--- config.mk ---
export PLATFORM = sky130hd
export DESIGN_NAME = lvl_irq_ctrl
export DESIGN_NICKNAME = d
export VERILOG_FILES = /design/src/rtl/lvl_irq_pkg.sv /design/src/rtl/lvl_irq_ctl.sv /design/src/rtl/lvl_irq_dp.sv /design/src/rtl/lvl_irq_ctrl.sv
export SDC_FILE = /design/constraint.sdc
export NUM_CORES = 1
export LEC_CHECK = 0
export BUFFER_PORTS_ARGS = -buffer_cell sky130_fd_sc_hd__buf_4
export CAP_MARGIN = 10
export CORE_AREA = 10 10 89 91
export DETAILED_ROUTE_END_ITERATION = 6
export DIE_AREA = 0 0 99 101
export PLACE_DENSITY = 0.73
export SLEW_MARGIN = 20
export SYNTH_ARGS = -nofsm -noshare
export SYNTH_HDL_FRONTEND = slang
export SYNTH_SLANG_ARGS = --single-unit
--- constraint.sdc ---
create_clock -name clk -period 1.3 [get_ports clk]
set_clock_uncertainty 0.15 [all_clocks]
set_input_delay 0.065 -clock clk [delete_from_list [all_inputs] [get_ports clk]]
set_output_delay 0.065 -clock clk [all_outputs]
set_load 0.01 [all_outputs]
--- src/rtl/lvl_irq_pkg.sv ---
package lvl_irq_pkg;
  localparam int unsigned REG_IDX_W = 2;

  typedef enum logic [REG_IDX_W-1:0] {
    REG_PEND  = 2'd0,
    REG_MASK  = 2'd1,
    REG_CLR   = 2'd2,
    REG_FORCE = 2'd3
  } regSel_e;

  typedef struct packed {
    logic    wrMask;
    logic    wrClear;
    logic    wrForce;
    logic    rdStrobe;
    regSel_e rdSel;
    logic    ackStrobe;
  } ctlStrobe_t;
endpackage

--- src/rtl/lvl_irq_ctl.sv ---
module lvl_irq_ctl
  import lvl_irq_pkg::*;
#(
  parameter int unsigned NUM_LEVELS = 15,
  parameter int unsigned LVL_W      = $clog2(NUM_LEVELS + 1)
) (
  input  logic                 clk,
  input  logic                 rstN,
  input  logic [REG_IDX_W-1:0] regIdx,
  input  logic                 wrEn,
  input  logic                 rdEn,
  input  logic                 ackValid,
  input  logic [LVL_W-1:0]     ackLevel,
  output ctlStrobe_t           strobes
);
  regSel_e sel;

  always_comb begin
    sel               = regSel_e'(regIdx);
    strobes           = '0;
    strobes.wrMask    = wrEn && (sel == REG_MASK);
    strobes.wrClear   = wrEn && (sel == REG_CLR);
    strobes.wrForce   = wrEn && (sel == REG_FORCE);
    strobes.rdStrobe  = rdEn;
    strobes.rdSel     = sel;
    // out-of-range or level-0 acknowledges are dropped
    strobes.ackStrobe = ackValid && (ackLevel != '0) &&
                        (32'(ackLevel) <= NUM_LEVELS);
  end

  // a single write targets at most one register
  assert_one_write_R2: assert property (@(posedge clk) disable iff (!rstN)
    $onehot0({strobes.wrMask, strobes.wrClear, strobes.wrForce}));

  // a retire strobe only follows a real acknowledge
  assert_ack_gated_R8: assert property (@(posedge clk) disable iff (!rstN)
    strobes.ackStrobe |-> ackValid);
endmodule

--- src/rtl/lvl_irq_dp.sv ---
module lvl_irq_dp
  import lvl_irq_pkg::*;
#(
  parameter int unsigned NUM_LEVELS   = 15,
  parameter int unsigned DATA_W       = 16,
  parameter int unsigned LVL_W        = $clog2(NUM_LEVELS + 1),
  parameter int unsigned UART_A_LVL   = 4,
  parameter int unsigned UART_B_LVL   = 5,
  parameter int unsigned UART_ERR_LVL = 3,
  parameter int unsigned GPT_LVL      = 12,
  parameter int unsigned RTC_LVL      = 13
) (
  input  logic              clk,
  input  logic              rstN,
  input  ctlStrobe_t        strobes,
  input  logic [DATA_W-1:0] wrData,
  input  logic [LVL_W-1:0]  ackLevel,
  input  logic              uartAEvt,
  input  logic              uartBEvt,
  input  logic              uartOvfEvt,
  input  logic              gptTick,
  input  logic              rtcTick,
  output logic [DATA_W-1:0] rdData,
  output logic              rdValid,
  output logic [LVL_W-1:0]  irqLevel
);
  localparam int unsigned VEC_W   = NUM_LEVELS + 1;
  localparam logic [VEC_W-1:0] LVL_ONLY = ~VEC_W'(1);

  logic [VEC_W-1:0] pendQ, forceQ, maskQ;
  logic [VEC_W-1:0] srcVec, ackVec, clrVec, wrBits, effVec;

  always_comb begin
    srcVec               = '0;
    srcVec[UART_A_LVL]   = srcVec[UART_A_LVL]   | uartAEvt;
    srcVec[UART_B_LVL]   = srcVec[UART_B_LVL]   | uartBEvt;
    srcVec[UART_ERR_LVL] = srcVec[UART_ERR_LVL] | uartOvfEvt;
    srcVec[GPT_LVL]      = srcVec[GPT_LVL]      | gptTick;
    srcVec[RTC_LVL]      = srcVec[RTC_LVL]      | rtcTick;
    srcVec               = srcVec & LVL_ONLY;
  end

  assign wrBits = wrData[VEC_W-1:0] & LVL_ONLY;
  assign clrVec = strobes.wrClear ? wrBits : '0;
  assign ackVec = strobes.ackStrobe ? (VEC_W'(1) << ackLevel) : '0;

  always_ff @(posedge clk) begin
    if (!rstN) begin
      pendQ  <= '0;
      forceQ <= '0;
      maskQ  <= LVL_ONLY;
    end else begin
      pendQ <= (pendQ & ~clrVec & ~ackVec) | srcVec;
      if (strobes.wrForce) forceQ <= wrBits;
      else                 forceQ <= forceQ & ~ackVec;
      if (strobes.wrMask)  maskQ  <= wrBits;
    end
  end

  assign effVec = (pendQ | forceQ) & ~maskQ;

  always_comb begin
    irqLevel = '0;
    for (int i = 1; i < VEC_W; i++) begin
      if (effVec[i]) irqLevel = LVL_W'(i);
    end
  end

  always_ff @(posedge clk) begin
    if (!rstN) begin
      rdValid <= 1'b0;
      rdData  <= '0;
    end else begin
      rdValid <= strobes.rdStrobe;
      if (strobes.rdStrobe) begin
        unique case (strobes.rdSel)
          REG_PEND:  rdData <= DATA_W'(pendQ);
          REG_MASK:  rdData <= DATA_W'(maskQ);
          REG_FORCE: rdData <= DATA_W'(forceQ);
          default:   rdData <= '0;
        endcase
      end
    end
  end

  // an event pulse leaves its level pending on the next edge
  assert_uart_a_sets_R3: assert property (@(posedge clk) disable iff (!rstN)
    uartAEvt |=> pendQ[UART_A_LVL]);
  assert_rtc_sets_R3: assert property (@(posedge clk) disable iff (!rstN)
    rtcTick |=> pendQ[RTC_LVL]);

  // cleared bits with no racing source are gone after the write
  assert_clear_drops_R4: assert property (@(posedge clk) disable iff (!rstN)
    (strobes.wrClear && ((srcVec & wrBits) == '0)) |=>
      ((pendQ & $past(wrBits)) == '0));

  // an acknowledge retires both pending and force for that level
  assert_ack_retires_R8: assert property (@(posedge clk) disable iff (!rstN)
    (strobes.ackStrobe && !srcVec[ackLevel] && !strobes.wrForce) |=>
      (!pendQ[$past(ackLevel)] && !forceQ[$past(ackLevel)]));

  // a requested level is never a masked one
  assert_req_unmasked_R6: assert property (@(posedge clk) disable iff (!rstN)
    (irqLevel != '0) |-> (!maskQ[irqLevel] &&
                          (pendQ[irqLevel] || forceQ[irqLevel])));

  // the clear register always reads back zero
  assert_clear_reads_zero_R2: assert property (@(posedge clk) disable iff (!rstN)
    (strobes.rdStrobe && strobes.rdSel == REG_CLR) |=> (rdData == '0));
endmodule

--- src/rtl/lvl_irq_ctrl.sv ---
module lvl_irq_ctrl
  import lvl_irq_pkg::*;
#(
  parameter int unsigned NUM_LEVELS   = 15,
  parameter int unsigned DATA_W       = 16,
  parameter int unsigned LVL_W        = $clog2(NUM_LEVELS + 1),
  parameter int unsigned UART_A_LVL   = 4,
  parameter int unsigned UART_B_LVL   = 5,
  parameter int unsigned UART_ERR_LVL = 3,
  parameter int unsigned GPT_LVL      = 12,
  parameter int unsigned RTC_LVL      = 13
) (
  input  logic                 clk,
  input  logic                 rstN,
  input  logic [REG_IDX_W-1:0] regIdx,
  input  logic                 wrEn,
  input  logic [DATA_W-1:0]    wrData,
  input  logic                 rdEn,
  output logic [DATA_W-1:0]    rdData,
  output logic                 rdValid,
  input  logic                 uartAEvt,
  input  logic                 uartBEvt,
  input  logic                 uartOvfEvt,
  input  logic                 gptTick,
  input  logic                 rtcTick,
  output logic [LVL_W-1:0]     irqLevel,
  input  logic                 ackValid,
  input  logic [LVL_W-1:0]     ackLevel
);
  ctlStrobe_t strobes;

  lvl_irq_ctl #(.NUM_LEVELS(NUM_LEVELS), .LVL_W(LVL_W)) ctl_i (
    .clk(clk), .rstN(rstN), .regIdx(regIdx), .wrEn(wrEn), .rdEn(rdEn),
    .ackValid(ackValid), .ackLevel(ackLevel), .strobes(strobes)
  );

  lvl_irq_dp #(
    .NUM_LEVELS(NUM_LEVELS), .DATA_W(DATA_W), .LVL_W(LVL_W),
    .UART_A_LVL(UART_A_LVL), .UART_B_LVL(UART_B_LVL),
    .UART_ERR_LVL(UART_ERR_LVL), .GPT_LVL(GPT_LVL), .RTC_LVL(RTC_LVL)
  ) dp_i (
    .clk(clk), .rstN(rstN), .strobes(strobes), .wrData(wrData),
    .ackLevel(ackLevel), .uartAEvt(uartAEvt), .uartBEvt(uartBEvt),
    .uartOvfEvt(uartOvfEvt), .gptTick(gptTick), .rtcTick(rtcTick),
    .rdData(rdData), .rdValid(rdValid), .irqLevel(irqLevel)
  );
endmodule

==> results.json <==
{
  "status": "finished, violations left",
  "violations": "setup timing",
  "p_leak_nw": 2.07,
  "diodes": 0,
  "ys.flop_type": "dfxtp_1",
  "drt_iter0_drc": 234,
  "syn_to_final_growth_pct": 49.2,
  "ant_nets": 0,
  "finalSetupTns_ns": -1.63,
  "seq_area_frac_synth": 0.431,
  "worst-path-max-fanout": 2,
  "yosys_register_bits": 64,
  "n_fill_cell": 455,
  "ys_warn_count": 0,
  "final_cell_mix": "113 x buf_4, 90 x nand2_1, 57 x dfxtp_1",
  "grt_overflow": 0,
  "reg2regPathDepth": 4,
  "die_h_microns": 101,
  "ys_types": 37,
  "drt_wl_total_microns": 9770,
  "drc": 0,
  "netlist_area_sq_um": 2970,
  "synth-edff-count": 0,
  "placed_area_sq_um": 3840,
  "min_path_type": "input port to flip-flop",
  "synthArstFlopShare": 0,
  "firstDrtPassIters": 6,
  "antenna_found_initial": 0,
  "rsz0062_at_grt": "true",
  "dieArea_sq_um": 10000,
  "worst_slew_pin_slew_ns": 0.624,
  "layout.cells.most_common": "buf_4",
  "cap_viol_max_count": 0,
  "grt_max_degree": 34,
  "relSlewSlack": 0.583,
  "initial_core_util": 0.479,
  "vias": 3128,
  "final_layout_size_suffix_gt1_frac": 0.341,
  "p_total_mw": 4.60,
  "endpoint": "irqLevel[0]",
  "finalHoldViolations": 0,
  "end_kind": "output pin",
  "viasPerCell": 5.61,
  "min_period_over_period": 1.39,
  "peakVddDrop_mv": 0.639,
  "clk_latency_ns": 0.33,
  "setup_viol": 4,
  "cp-start-kind": "flip-flop",
  "nets": 508,
  "layout_setup_ws_ns": -0.503,
  "cts_htree_levels": 3,
  "dieWidth_microns": 99,
  "cp.required_ns": 1.09,
  "fmax_mhz": 554,
  "r2r_setup_slack_ns": 0.01,
  "gp_congestion": 0.892,
  "rr_startpoint": "dp_i.pendQ[8]$_SDFF_PN0_",
  "syn_nets": 383,
  "coreArea_sq_um": 6200,
  "clockBufferDepth": 2,
  "timing.rr.end": "dp_i.rdData[8]$_SDFFE_PN0P_",
  "routedWlPerCell_microns": 17.5,
  "root_buffer": "clkbuf_8",
  "cts_buffers": 9,
  "cts.clk_slew.worst_paths_ns": 0.07,
  "ioPinCount": 53,
  "seq_area_sq_um": 1290,
  "fin_crit_ns": 1.80,
  "p_per_area_nw_per_um2": 1040,
  "cts_tree": "done",
  "preCtsSetupSlack_ns": -0.201,
  "arrival_ns": 1.59,
  "rows": 29,
  "io_buffer_count": 51,
  "grt_pass1_vias": 3091,
  "cp-startpoint": "dp_i.forceQ[2]$_SDFF_PN0_",
  "drv_slew": 0,
  "syn-instance-count": 351,
  "design_area_sq_um": 4440,
  "hold_slack_ns": 0.0227,
  "grt_util_all_layers": 0.189,
  "hpwl_microns": 6740,
  "clock-sinks": 64,
  "avgSynthCellArea_sq_um": 8.47,
  "critPathKind": "flip-flop to output pin",
  "grt_pass1_wl_microns": 15400,
  "multi_input_area_sq_um": 1700
}
## power by group
group          total [mW]  switching [mW]  internal [mW]
clock                1.73           0.744          0.986
combinational       0.770           0.364          0.406
sequential           2.10          0.0551           2.05
## metal layers
layer / up-vias / global-route usage / wire [microns] / part of all wire
met4: 0 / 0.0662 / 169 / 0.017
li1: 1498 / - / - / -
met1: 1486 / 0.240 / 4280 / 0.44
met5: - / 0 / 0 / 0
met3: 20 / 0.0329 / 600 / 0.061
met2: 124 / 0.314 / 4720 / 0.48
## area by class of cell
class,count,area share
multi-input combinational,260,0.383
clock inverter,3,0.00903
tap,77,0.0217
clock buffer,13,0.0358
sequential,64,0.291
timing repair buffer,141,0.260
## metrics by stage
| step | std cells | util |
|---|---|---|
| after floorplan | 351 | - |
| after global placement | 518 | 0.618 |
| after detailed placement | 518 | 0.618 |
| after CTS | 558 | 0.700 |
| after global routing | 558 | 0.715 |
| final | 558 | 0.715 |
## synthesized netlist by cell type, types with 3 or more instances
master    number  area share
nor2b_1        7       0.015
o21bai_1      13       0.033
mux2i_1       15       0.051
nand2b_1       3      0.0063
a21boi_1      10       0.025
and4_1         3      0.0088
nand3_1       36       0.061
clkbuf_1      13       0.016
and3_1         3      0.0063
a21boi_0       5       0.013
and2_1         3      0.0063
a221oi_1       7       0.021
o211a_1       16       0.054
a31oi_1        7       0.015
o211ai_1      16       0.040
buf_2          8       0.013
nor2_1         6      0.0076
dfxtp_1       64        0.43
buf_6          3       0.011
and3b_1        3      0.0088
nand2_1       94        0.12
## critical path: stages (launching register included)
cell      delay [ns]
dfxtp_1         0.32
o21ba_2         0.21
o311ai_2        0.22
a31oi_1         0.14
o211ai_1        0.20
buf_4           0.16
## registers in the layout (all words and copies together), names as in the netlist
name and cells:
dp_i.forceQ 16, dp_i.rdData 16, dp_i.maskQ 15, dp_i.rdValid 1, dp_i.pendQ 16
## how the worst min path moves through the flow
stage | from | end | slack, ns | depth (start not counted)
after detailed placement | wrData[10] | dp_i.pendQ[10]$_SDFF_PN0_ | 0.13 | 2
final | ackLevel[0] | dp_i.forceQ[11]$_SDFF_PN0_ | 0.02 | 4
after global placement | wrData[6] | dp_i.pendQ[6]$_SDFF_PN0_ | 0.12 | 2
after global routing | ackLevel[0] | dp_i.forceQ[11]$_SDFF_PN0_ | 0.04 | 4
after floorplan | wrData[14] | dp_i.pendQ[14]$_SDFF_PN0_ | 0.02 | 1
after CTS | ackLevel[0] | dp_i.forceQ[11]$_SDFF_PN0_ | 0.01 | 4
## kinds of logic after synthesis
logic type             share of synthesized area
AND/OR/NAND/NOR                            0.249
flip-flops                                 0.431
buffers and inverters                     0.0467
multiplexers                              0.0505
AO/OA/AOI/OAI                              0.223
## timing repair
item                       4_1_cts  5_1_grt
hold buffers                    23        0
buffers inserted                 1        0
resized for setup               20       21
pin swaps                       13        4
hold endpoints to repair        46        0
setup endpoints to repair        4        5
Power figures use the tool's default switching activity.
